===== src/rtl/rqt_pkg.sv =====
// Package rqt_pkg
// Shared command codes and widths for the receive quiet-period timer.
// Assumes a 4-bit command field; the two active codes are fixed values.
package rqt_pkg;
    localparam int unsigned CMD_W = 4;
    localparam logic [CMD_W-1:0] CMD_TMO_ENTER = 4'b1010;
    localparam logic [CMD_W-1:0] CMD_TMO_LEAVE = 4'b1100;
endpackage


===== src/rtl/rqt_cmd_decode.sv =====
// Module rqt_cmd_decode
// Turns a qualified command code into single-cycle enter/leave pulses.
// Assumes cmd_valid is high for exactly the cycle the command is meant for;
// every other code is dropped here.
module rqt_cmd_decode
    import rqt_pkg::*;
(
    input  logic             cmd_valid,
    input  logic [CMD_W-1:0] cmd,
    output logic             enter,
    output logic             leave
);
    // Match the two active codes; all others decode to nothing.
    always_comb begin
        enter = cmd_valid && (cmd == CMD_TMO_ENTER);
        leave = cmd_valid && (cmd == CMD_TMO_LEAVE);
    end
endmodule


===== src/rtl/rqt_mode_ctrl.sv =====
// Module rqt_mode_ctrl
// Holds the timeout-mode bit and routes start/stop/xfer strobes into
// load and halt requests for the counter. The registered mode gates the
// strobes, so a mode change takes effect from the next cycle.
// Assumes strobes are single-cycle pulses.
module rqt_mode_ctrl (
    input  logic clk,
    input  logic rst_n,
    input  logic enter,
    input  logic leave,
    input  logic start,
    input  logic stop,
    input  logic xfer,
    output logic mode_q,
    output logic load,
    output logic halt
);
    // Route strobes according to the current mode; entry overrides all.
    always_comb begin
        halt = enter || (!mode_q && stop);
        if (enter) begin
            load = 1'b0;
        end else if (mode_q) begin
            load = xfer;
        end else begin
            load = start && !stop;
        end
    end

    // Mode register: entry sets, exit clears.
    always_ff @(posedge clk) begin
        if (!rst_n) begin
            mode_q <= 1'b0;
        end else if (enter) begin
            mode_q <= 1'b1;
        end else if (leave) begin
            mode_q <= 1'b0;
        end
    end

    // in timeout mode a stop strobe never becomes a halt request
    a_r7_no_halt_from_stop: assert property (@(posedge clk) disable iff (!rst_n)
        mode_q && !enter && stop |-> !halt);

    // leaving the mode takes effect at the next edge
    a_r10_leave_clears: assert property (@(posedge clk) disable iff (!rst_n)
        leave && !enter |=> !mode_q);
endmodule


===== src/rtl/rqt_down_counter.sv =====
// Module rqt_down_counter
// Down-counter with run and ready state. Halt beats load, and load beats
// a tick. An expiry is a tick while running with count 0 or 1: it sets
// ready and then either parks at zero (stop_at_zero) or reloads.
// Assumes preload is stable in any cycle where load is high.
module rqt_down_counter #(
    parameter int unsigned WIDTH = 16
) (
    input  logic             clk,
    input  logic             rst_n,
    input  logic             tick,
    input  logic             load,
    input  logic             halt,
    input  logic             stop_at_zero,
    input  logic [WIDTH-1:0] preload,
    output logic [WIDTH-1:0] cnt_q,
    output logic             run_q,
    output logic             ready_q
);
    localparam logic [WIDTH-1:0] ONE = WIDTH'(1);

    logic expire;

    // Expiry detection for the current cycle.
    always_comb expire = tick && run_q && (cnt_q <= ONE);

    // Count, run and ready state update in priority order.
    always_ff @(posedge clk) begin
        if (!rst_n) begin
            cnt_q   <= '0;
            run_q   <= 1'b0;
            ready_q <= 1'b0;
        end else if (halt) begin
            run_q   <= 1'b0;
            ready_q <= 1'b0;
        end else if (load) begin
            cnt_q <= preload;
            run_q <= 1'b1;
        end else if (expire) begin
            ready_q <= 1'b1;
            if (stop_at_zero) begin
                cnt_q <= '0;
                run_q <= 1'b0;
            end else begin
                cnt_q <= preload;
            end
        end else if (tick && run_q) begin
            cnt_q <= cnt_q - ONE;
        end
    end

    // with nothing acting on it the count holds
    a_r3_hold: assert property (@(posedge clk) disable iff (!rst_n)
        !load && !(tick && run_q) |=> $stable(cnt_q));

    // expiry in stop-at-zero mode parks the counter with ready set
    a_r9_park: assert property (@(posedge clk) disable iff (!rst_n)
        !halt && !load && tick && run_q && (cnt_q <= ONE) && stop_at_zero
        |=> !run_q && ready_q && (cnt_q == '0));

    // periodic expiry reloads and keeps running
    a_r4_reload: assert property (@(posedge clk) disable iff (!rst_n)
        !halt && !load && tick && run_q && (cnt_q <= ONE) && !stop_at_zero
        |=> run_q && ready_q && (cnt_q == $past(preload)));

    // a halt request always leaves the counter idle with ready clear
    a_r5_halt: assert property (@(posedge clk) disable iff (!rst_n)
        halt |=> !run_q && !ready_q);
endmodule


===== src/rtl/rx_quiet_timer.sv =====
// Module rx_quiet_timer
// Receive quiet-period timer: a down-counter with a periodic normal mode
// and a receive-timeout mode restarted by each character transfer.
// Assumes all strobes are synchronous single-cycle pulses on clk.
module rx_quiet_timer #(
    parameter int unsigned WIDTH = 16
) (
    input  logic                     clk,
    input  logic                     rst_n,
    input  logic                     tick,
    input  logic                     xfer,
    input  logic                     cmd_valid,
    input  logic [rqt_pkg::CMD_W-1:0] cmd,
    input  logic                     start,
    input  logic                     stop,
    input  logic [WIDTH-1:0]         preload,
    output logic [WIDTH-1:0]         count,
    output logic                     running,
    output logic                     ready,
    output logic                     tmo_mode
);
    import rqt_pkg::*;

    logic enter;
    logic leave;
    logic load;
    logic halt;

    rqt_cmd_decode u_dec (
        .cmd_valid (cmd_valid),
        .cmd       (cmd),
        .enter     (enter),
        .leave     (leave)
    );

    rqt_mode_ctrl u_mode (
        .clk    (clk),
        .rst_n  (rst_n),
        .enter  (enter),
        .leave  (leave),
        .start  (start),
        .stop   (stop),
        .xfer   (xfer),
        .mode_q (tmo_mode),
        .load   (load),
        .halt   (halt)
    );

    rqt_down_counter #(.WIDTH(WIDTH)) u_cnt (
        .clk          (clk),
        .rst_n        (rst_n),
        .tick         (tick),
        .load         (load),
        .halt         (halt),
        .stop_at_zero (tmo_mode),
        .preload      (preload),
        .cnt_q        (count),
        .run_q        (running),
        .ready_q      (ready)
    );

    // mode entry stops the counter, clears ready and keeps count
    a_r6_enter: assert property (@(posedge clk) disable iff (!rst_n)
        cmd_valid && (cmd == CMD_TMO_ENTER)
        |=> tmo_mode && !running && !ready && $stable(count));

    // start/stop alone do nothing in timeout mode
    a_r7_locked: assert property (@(posedge clk) disable iff (!rst_n)
        tmo_mode && (start || stop) && !xfer && !tick && !cmd_valid
        |=> $stable(count) && $stable(running) && $stable(ready));

    // mode exit leaves run and ready untouched
    a_r10_leave_keeps: assert property (@(posedge clk) disable iff (!rst_n)
        tmo_mode && cmd_valid && (cmd == CMD_TMO_LEAVE) && !xfer && !tick
        |=> !tmo_mode && $stable(running) && $stable(ready));

    // inert codes change nothing
    a_r11_inert: assert property (@(posedge clk) disable iff (!rst_n)
        cmd_valid && (cmd != CMD_TMO_ENTER) && (cmd != CMD_TMO_LEAVE)
        && !start && !stop && !xfer && !tick
        |=> $stable(count) && $stable(running) && $stable(ready) && $stable(tmo_mode));
endmodule


===== config.mk =====
export PLATFORM = sky130hd
export DESIGN_NAME = rx_quiet_timer
export DESIGN_NICKNAME = d
export VERILOG_FILES = /design/src/rtl/rqt_pkg.sv /design/src/rtl/rqt_cmd_decode.sv /design/src/rtl/rqt_mode_ctrl.sv /design/src/rtl/rqt_down_counter.sv /design/src/rtl/rx_quiet_timer.sv
export SDC_FILE = /design/constraint.sdc
export NUM_CORES = 1
export LEC_CHECK = 0
export BUFFER_PORTS_ARGS = -buffer_cell sky130_fd_sc_hd__buf_2
export CELL_PAD_IN_SITES_DETAIL_PLACEMENT = 2
export CELL_PAD_IN_SITES_GLOBAL_PLACEMENT = 2
export CORE_UTILIZATION = 28
export DETAILED_ROUTE_END_ITERATION = 8
export GPL_TIMING_DRIVEN = 0
export PLACE_DENSITY_LB_ADDON = 0.1
export SYNTH_ARGS = -nofsm -noshare
export SYNTH_HDL_FRONTEND = slang
export SYNTH_SLANG_ARGS = --single-unit

===== constraint.sdc =====
create_clock -name clk -period 3.8 [get_ports clk]
set_input_delay 0.19 -clock clk [delete_from_list [all_inputs] [get_ports clk]]
set_output_delay 0.19 -clock clk [all_outputs]
set_load 0.1 [all_outputs]

==> results.yml, run 1 <==
logic_synthesis:
  yosys_warnings: 0
  yosysTopAreaCell: "dfxtp_1"
  synthArstFlopShare: 0
  ys_seq_area_frac: 0.322
  synthFlopType: "dfxtp_1"
  synth_edf_count: 0
  ys_top_cells_by_area: "dfxtp_1 32%, o21ai_0 7.2%, nand2_1 5.7%, nand3_1 5.5%, nor2_1 3.5%"
  synth.distinct_cells: 44
  synthCells: 155
  ys_ff_latch: 19
  synth_area_mm2: 0.00118
  syn-num-nets: 184
  syn_avg_cell_area_um2: 7.62
  synth_top_area_frac: 0.322
floorplan:
  die_y_um: 67.0
  dieArea_mm2: 0.00448
  pin_count: 46
  die_x_um: 67.0
  row_count: 23
  initial_core_util: 0.293
  core_mm2: 0.00403
global_routing:
  grt_pass1_wl_um: 7000
  grt_overflow: 0
  grt_max_degree: 11
  antenna_found_initial: 0
  grt_pass1_vias: 1456
  track_usage: 0.208
place:
  io_buffers: 44
  dp_hpwl_um: 3170
  preCtsSetupSlack_ns: 1.19
  routabilityCongestion: 0.718
  place_inst: 249
detailed_routing:
  drt-total-wl_um: 4240
  drtIter0Drc: 23
  viasPerCell: 5.38
  drt-pass1-iter-count: 3
  detail-route-antenna-nets: 0
  drc_errors: 0
  avgRoutedWirePerCell_um: 16.7
  vias: 1361
power_and_ir_drop:
  p_per_area_mw_per_mm2: 465
  p_switching_mw: 0.326
  seq_power_share: 0.335
  intPower_mw: 0.376
  ir_drop_mv: 0.169
  p_sw_frac: 0.465
  comb_power_share: 0.451
  p_clk_frac: 0.214
  cellLeakagePower_nw: 0.670
sta:
  fin_crit_ns: 2.62
  worstMarginPinSlew_ns: 0.748
  fmax_mhz: 381
  tns_ns: 0
  setup_ws_ns: 1.18
  hold_viol_final: 0
  slew_headroom: 0.498
  rsz0062_at_grt: "no"
  post-route-period-util: 0.690
  finalSetupViolCount: 0
  final_max_slew_viol_count: 0
  finClkSkew_ns: 0.00560
setup_path:
  end_kind: "flip-flop"
  r2r-end: "u_cnt.cnt_q[4]"
  critPathMaxFanout: 10
  cp_data_required_time_ns: 3.94
  criticalPathCategory: "flip-flop to flip-flop"
  worst_r2r_path_depth: 7
  cp-start-kind: "flip-flop"
  reg2reg_slack_ns: 1.18
  reg2reg_from: "u_cnt.cnt_q[4]"
  cp.arrival_ns: 2.76
clock_tree:
  path_clk_slew_ns: 0.08
  clockBufferDepth: 2
  cts_setup_buffers: 0
  clock_latency_ns: 0.26
  cts_tree: "done"
  cts_buffers: 3
  cts_sinks: 19
  cts-resized-gates: 0
  cts_hold_buf: 0
  root_buffer: "clkbuf_8"
  h-tree-depth: 1
finish:
  final_util: 0.375
  fin_nets: 233
  syn2layout_area_growth_pct: 27.8
  final_cells: 253
  diodes: 0
  drive_above_1_share: 0.276
worst_hold_path:
  hold_path_end: "u_cnt.cnt_q[5]"
  min_path_cells: 3
  hold_class: "input port to flip-flop"
  worstHoldStart: "preload[5]"
status:
  status: "completed"
run:
  cap_violations: 0
==> through the flow <==
step | hold WS (ns) | total power [mW] | instance area, µm²
6_report | 0.123 | 0.701 | 1510
5_1_grt | 0.120 | 0.749 | 1510
4_1_cts | 0.120 | 0.712 | 1510
3_5_place_dp | 0.394 | 0.557 | 1460
3_3_place_gp | 0.386 | 0.547 | 1460
2_1_floorplan | 0.299 | 0.483 | 1180
==> metal layers <==
layer | share of wire | track usage
met1 | 0.46 | 0.252
met2 | 0.49 | 0.379
met3 | 0.038 | 0.0342
met5 | 0 | 0
met4 | 0.0050 | 0.0479
==> worst max-delay path: stages, from the launching register on <==
cell	delay (ns)
dfxtp_1	0.38
or4_1	0.53
buf_2	0.18
or2_4	0.29
o31ai_2	0.68
o21ai_0	0.23
nand3_1	0.13
o311ai_1	0.09
==> registers in the layout (all words and copies together) (netlist names) <==
register       count
u_cnt.cnt_q       16
u_cnt.ready_q      1
u_mode.mode_q      1
u_cnt.run_q        1
==> Yosys cell counts (2+ instances only) <==
cell type / n
nor3_1: 7
a221o_1: 2
ha_1: 2
or3_1: 2
o311ai_1: 2
or2_2: 2
dfxtp_1: 19
and2_1: 2
nor2_1: 11
inv_1: 5
o21ai_0: 17
nand3_1: 13
clkbuf_1: 5
a22oi_1: 4
xor2_1: 2
o211ai_1: 2
a21oi_1: 7
nand2_1: 18
or4_1: 4
o21bai_1: 2
nand3b_1: 4
==> kinds of logic (layout without fill, tap and decap cells) <==
logic type | Yosys count | in the layout | synth area share
AO/OA/AOI/OAI | 45 | 45 | 0.263
XOR/XNOR | 2 | 2 | 0.0148
adder cells (fa/ha/maj) | 2 | 2 | 0.0212
buffers and inverters | 13 | 61 | 0.0487
AND/OR/NAND/NOR | 74 | 74 | 0.331
flip-flops | 19 | 19 | 0.322
==> cell type report <==
cell class                      instances  area [µm²]
Fill cell                             491        2520
Multi-Input combinational cell        123         743
Sequential cell                        19         380
Timing Repair Buffer                   44         220
Tap cell                               50        62.6
Clock buffer                            4        45.0
Buffer                                  8        38.8
Inverter                                5        18.8
==> worst max-delay path by stage <==
stage | startpoint | to | slack (ns)
floorplan | u_cnt.cnt_q[0] | u_cnt.cnt_q[8] | 0.97
global placement | u_cnt.cnt_q[4] | u_cnt.cnt_q[6] | 1.24
detailed placement | u_cnt.cnt_q[4] | u_cnt.cnt_q[6] | 1.19
CTS | u_cnt.cnt_q[4] | u_cnt.cnt_q[6] | 1.14
global route | u_mode.mode_q | u_cnt.cnt_q[1] | 0.87
finish | u_cnt.cnt_q[4] | u_cnt.cnt_q[4] | 1.18
==> placed cells by master, fill, tap and decap left out, types with 2 or more instances in the layout <==
cell type	instances
o21ai_0	17
buf_2	45
nand3_1	13
nand3b_1	4
ha_1	2
a221o_1	2
inv_1	5
or4_1	4
xor2_1	2
clkbuf_1	6
nand2_1	18
a22oi_1	4
and2_1	2
clkbuf_8	3
dfxtp_1	19
a21oi_1	7
nor3_1	7
nor2_1	11
or2_2	2
o311ai_1	2
o211ai_1	2
o21bai_1	2
or3_1	2
==> power by group through the flow <==
stage,combinational [mW],sequential [mW],clock [mW]
3_3_place_gp,0.309,0.238,0
4_1_cts,0.320,0.235,0.156
2_1_floorplan,0.137,0.346,0
6_report,0.316,0.235,0.150
3_5_place_dp,0.318,0.239,0
5_1_grt,0.345,0.238,0.166
(Power assumes the default switching activity.)
==> run 2, diff against run 1 <==
- CORE_UTILIZATION: 28 -> 26
- clock period: 3.8 -> 2.6 ns (I/O delays scaled with it)
==> results.yml, run 2 (synthesis gave the netlist of run 1 again) <==
sta:
  finalSetupViolCount: 0
  rsz0062_at_grt: "no"
  post-route-period-util: 0.961
  final_max_slew_viol_count: 0
  hold_viol_final: 0
  tns_ns: 0
  finClkSkew_ns: 0.00212
  worstMarginPinSlew_ns: 0.575
  fmax_mhz: 400
  slew_headroom: 0.617
  fin_crit_ns: 2.50
clock_tree:
  cts_sinks: 19
  clockBufferDepth: 2
  root_buffer: "clkbuf_8"
  cts_setup_buffers: 0
  cts_buffers: 3
  path_clk_slew_ns: 0.08
  clock_latency_ns: 0.26
  cts_tree: "done"
  h-tree-depth: 1
floorplan:
  initial_core_util: 0.271
  die_y_um: 69.4
  core_mm2: 0.00435
  dieArea_mm2: 0.00482
  pin_count: 46
  row_count: 24
  die_x_um: 69.4
setup_path:
  criticalPathCategory: "flip-flop to flip-flop"
  cp.arrival_ns: 2.68
  critPathBufInv: 2
  critPathMaxFanout: 10
  end_kind: "flip-flop"
  crit_family: "simple AND/OR/NAND/NOR gates"
  cp_data_required_time_ns: 2.78
  reg2reg_slack_ns: 0.10
  cp-start-kind: "flip-flop"
  cp_slowest_cell: "or4_1"
  cpPeakStageDelay_ns: 0.54
  cp_cell_sequence: "or4_1 -> buf_2 -> or2_4 -> o41ai_4 -> and3_1 -> buf_6 -> nand2_1 -> o211ai_1"
finish:
  fin_nets: 233
  drive_above_1_share: 0.340
  final_util: 0.358
  syn2layout_area_growth_pct: 32.1
  fillers: 534
  layout_common_cells: "45 x buf_2, 18 x nand2_1, 17 x o21ai_0"
  largest_register_ffs: 16
  largest_register: "u_cnt.cnt_q"
  postLayoutCellArea_mm2: 0.00156
  diodes: 0
  final_common_cell: "buf_2"
detailed_routing:
  drc_errors: 0
  drtIter0Drc: 44
  avgRoutedWirePerCell_um: 16.8
  vias: 1357
  detail-route-antenna-nets: 0
  viasPerCell: 5.32
  drt-pass1-iter-count: 4
  drt-total-wl_um: 4280
status:
  status: "completed"
power_and_ir_drop:
  total_power_mw: 1.05
  p_per_area_mw_per_mm2: 672
  cellLeakagePower_nw: 0.687
  ir_drop_mv: 0.324
run:
  cap_violations: 0
place:
  routabilityCongestion: 0.707
  place_area_mm2: 0.00147
  dp_hpwl_um: 3150
  io_buffers: 44
global_routing:
  grt_pass1_wl_um: 7150
  grt_overflow: 0
  antenna_found_initial: 0
  grt_max_degree: 11
  grt_pass1_vias: 1426
  track_usage: 0.186
worst_hold_path:
  hold_class: "input port to flip-flop"
==> run 2: cell counts in the layout (fill, tap and decap cells not counted) <==
Identical to the previous run, type by type.
==> run 2: power by group <==
part | switching [mW] | internal [mW] | leakage (nW)
Clock | 0.115 | 0.109 | 0.0228
Combinational | 0.345 | 0.134 | 0.507
Sequential | 0.0306 | 0.315 | 0.157
Total | 0.490 | 0.559 | 0.687
==> run 2: layout make-up <==
cell class	count	area, µm²	area share
multi-input combinational	123	783	0.502
sequential	19	388	0.249
timing repair buffer	44	220	0.141
tap	52	65.1	0.0417
clock buffer	4	45.0	0.0289
buffer	8	40.0	0.0257
inverter	5	18.8	0.0120
==> run 2: repair_timing <==
action | 4_1_cts | 5_1_grt
gates resized for setup | 1 | 8
endpoints found under the hold margin | 0 | 0
setup endpoints to repair | 1 | 15
hold buffers | 0 | 0
pin swaps | 0 | 1
==> run 2: final timing paths <==
check | start | endpoint | cells after the start
worst max-delay path | u_cnt.cnt_q[4] | u_cnt.cnt_q[11] | 8
worst min-delay path | preload[7] | u_cnt.cnt_q[7] | 3
worst max register to register | u_cnt.cnt_q[4] | u_cnt.cnt_q[11] | 8
worst min register to register | u_cnt.run_q | u_cnt.run_q | 2
==> run 2: per-layer routing <==
layer	track usage	vias to the layer above	routed length [µm]
li1	-	667	-
met1	0.237	650	2010
met2	0.320	36	2050
met3	0.0451	4	200
met4	0.0340	0	25
met5	0	-	0
==> run 2: through the flow <==
stage,setup WS (ns),hold slack [ns],instances
final,0.101,0.0639,255
after global routing,0.0117,0.0628,255
after CTS,0.0280,0.0609,255
after detailed placement,0.0197,0.338,251
after global placement,0.0840,0.327,251
after floorplan,0.00504,0.239,155
==> run 2: worst reg2reg max path, cell delays in order (launching register included) <==
cell      delay (ns)
dfxtp_2         0.36
or4_1           0.54
buf_2           0.19
or2_4           0.30
o41ai_4         0.44
and3_1          0.24
buf_6           0.16
nand2_1         0.08
o211ai_1        0.11
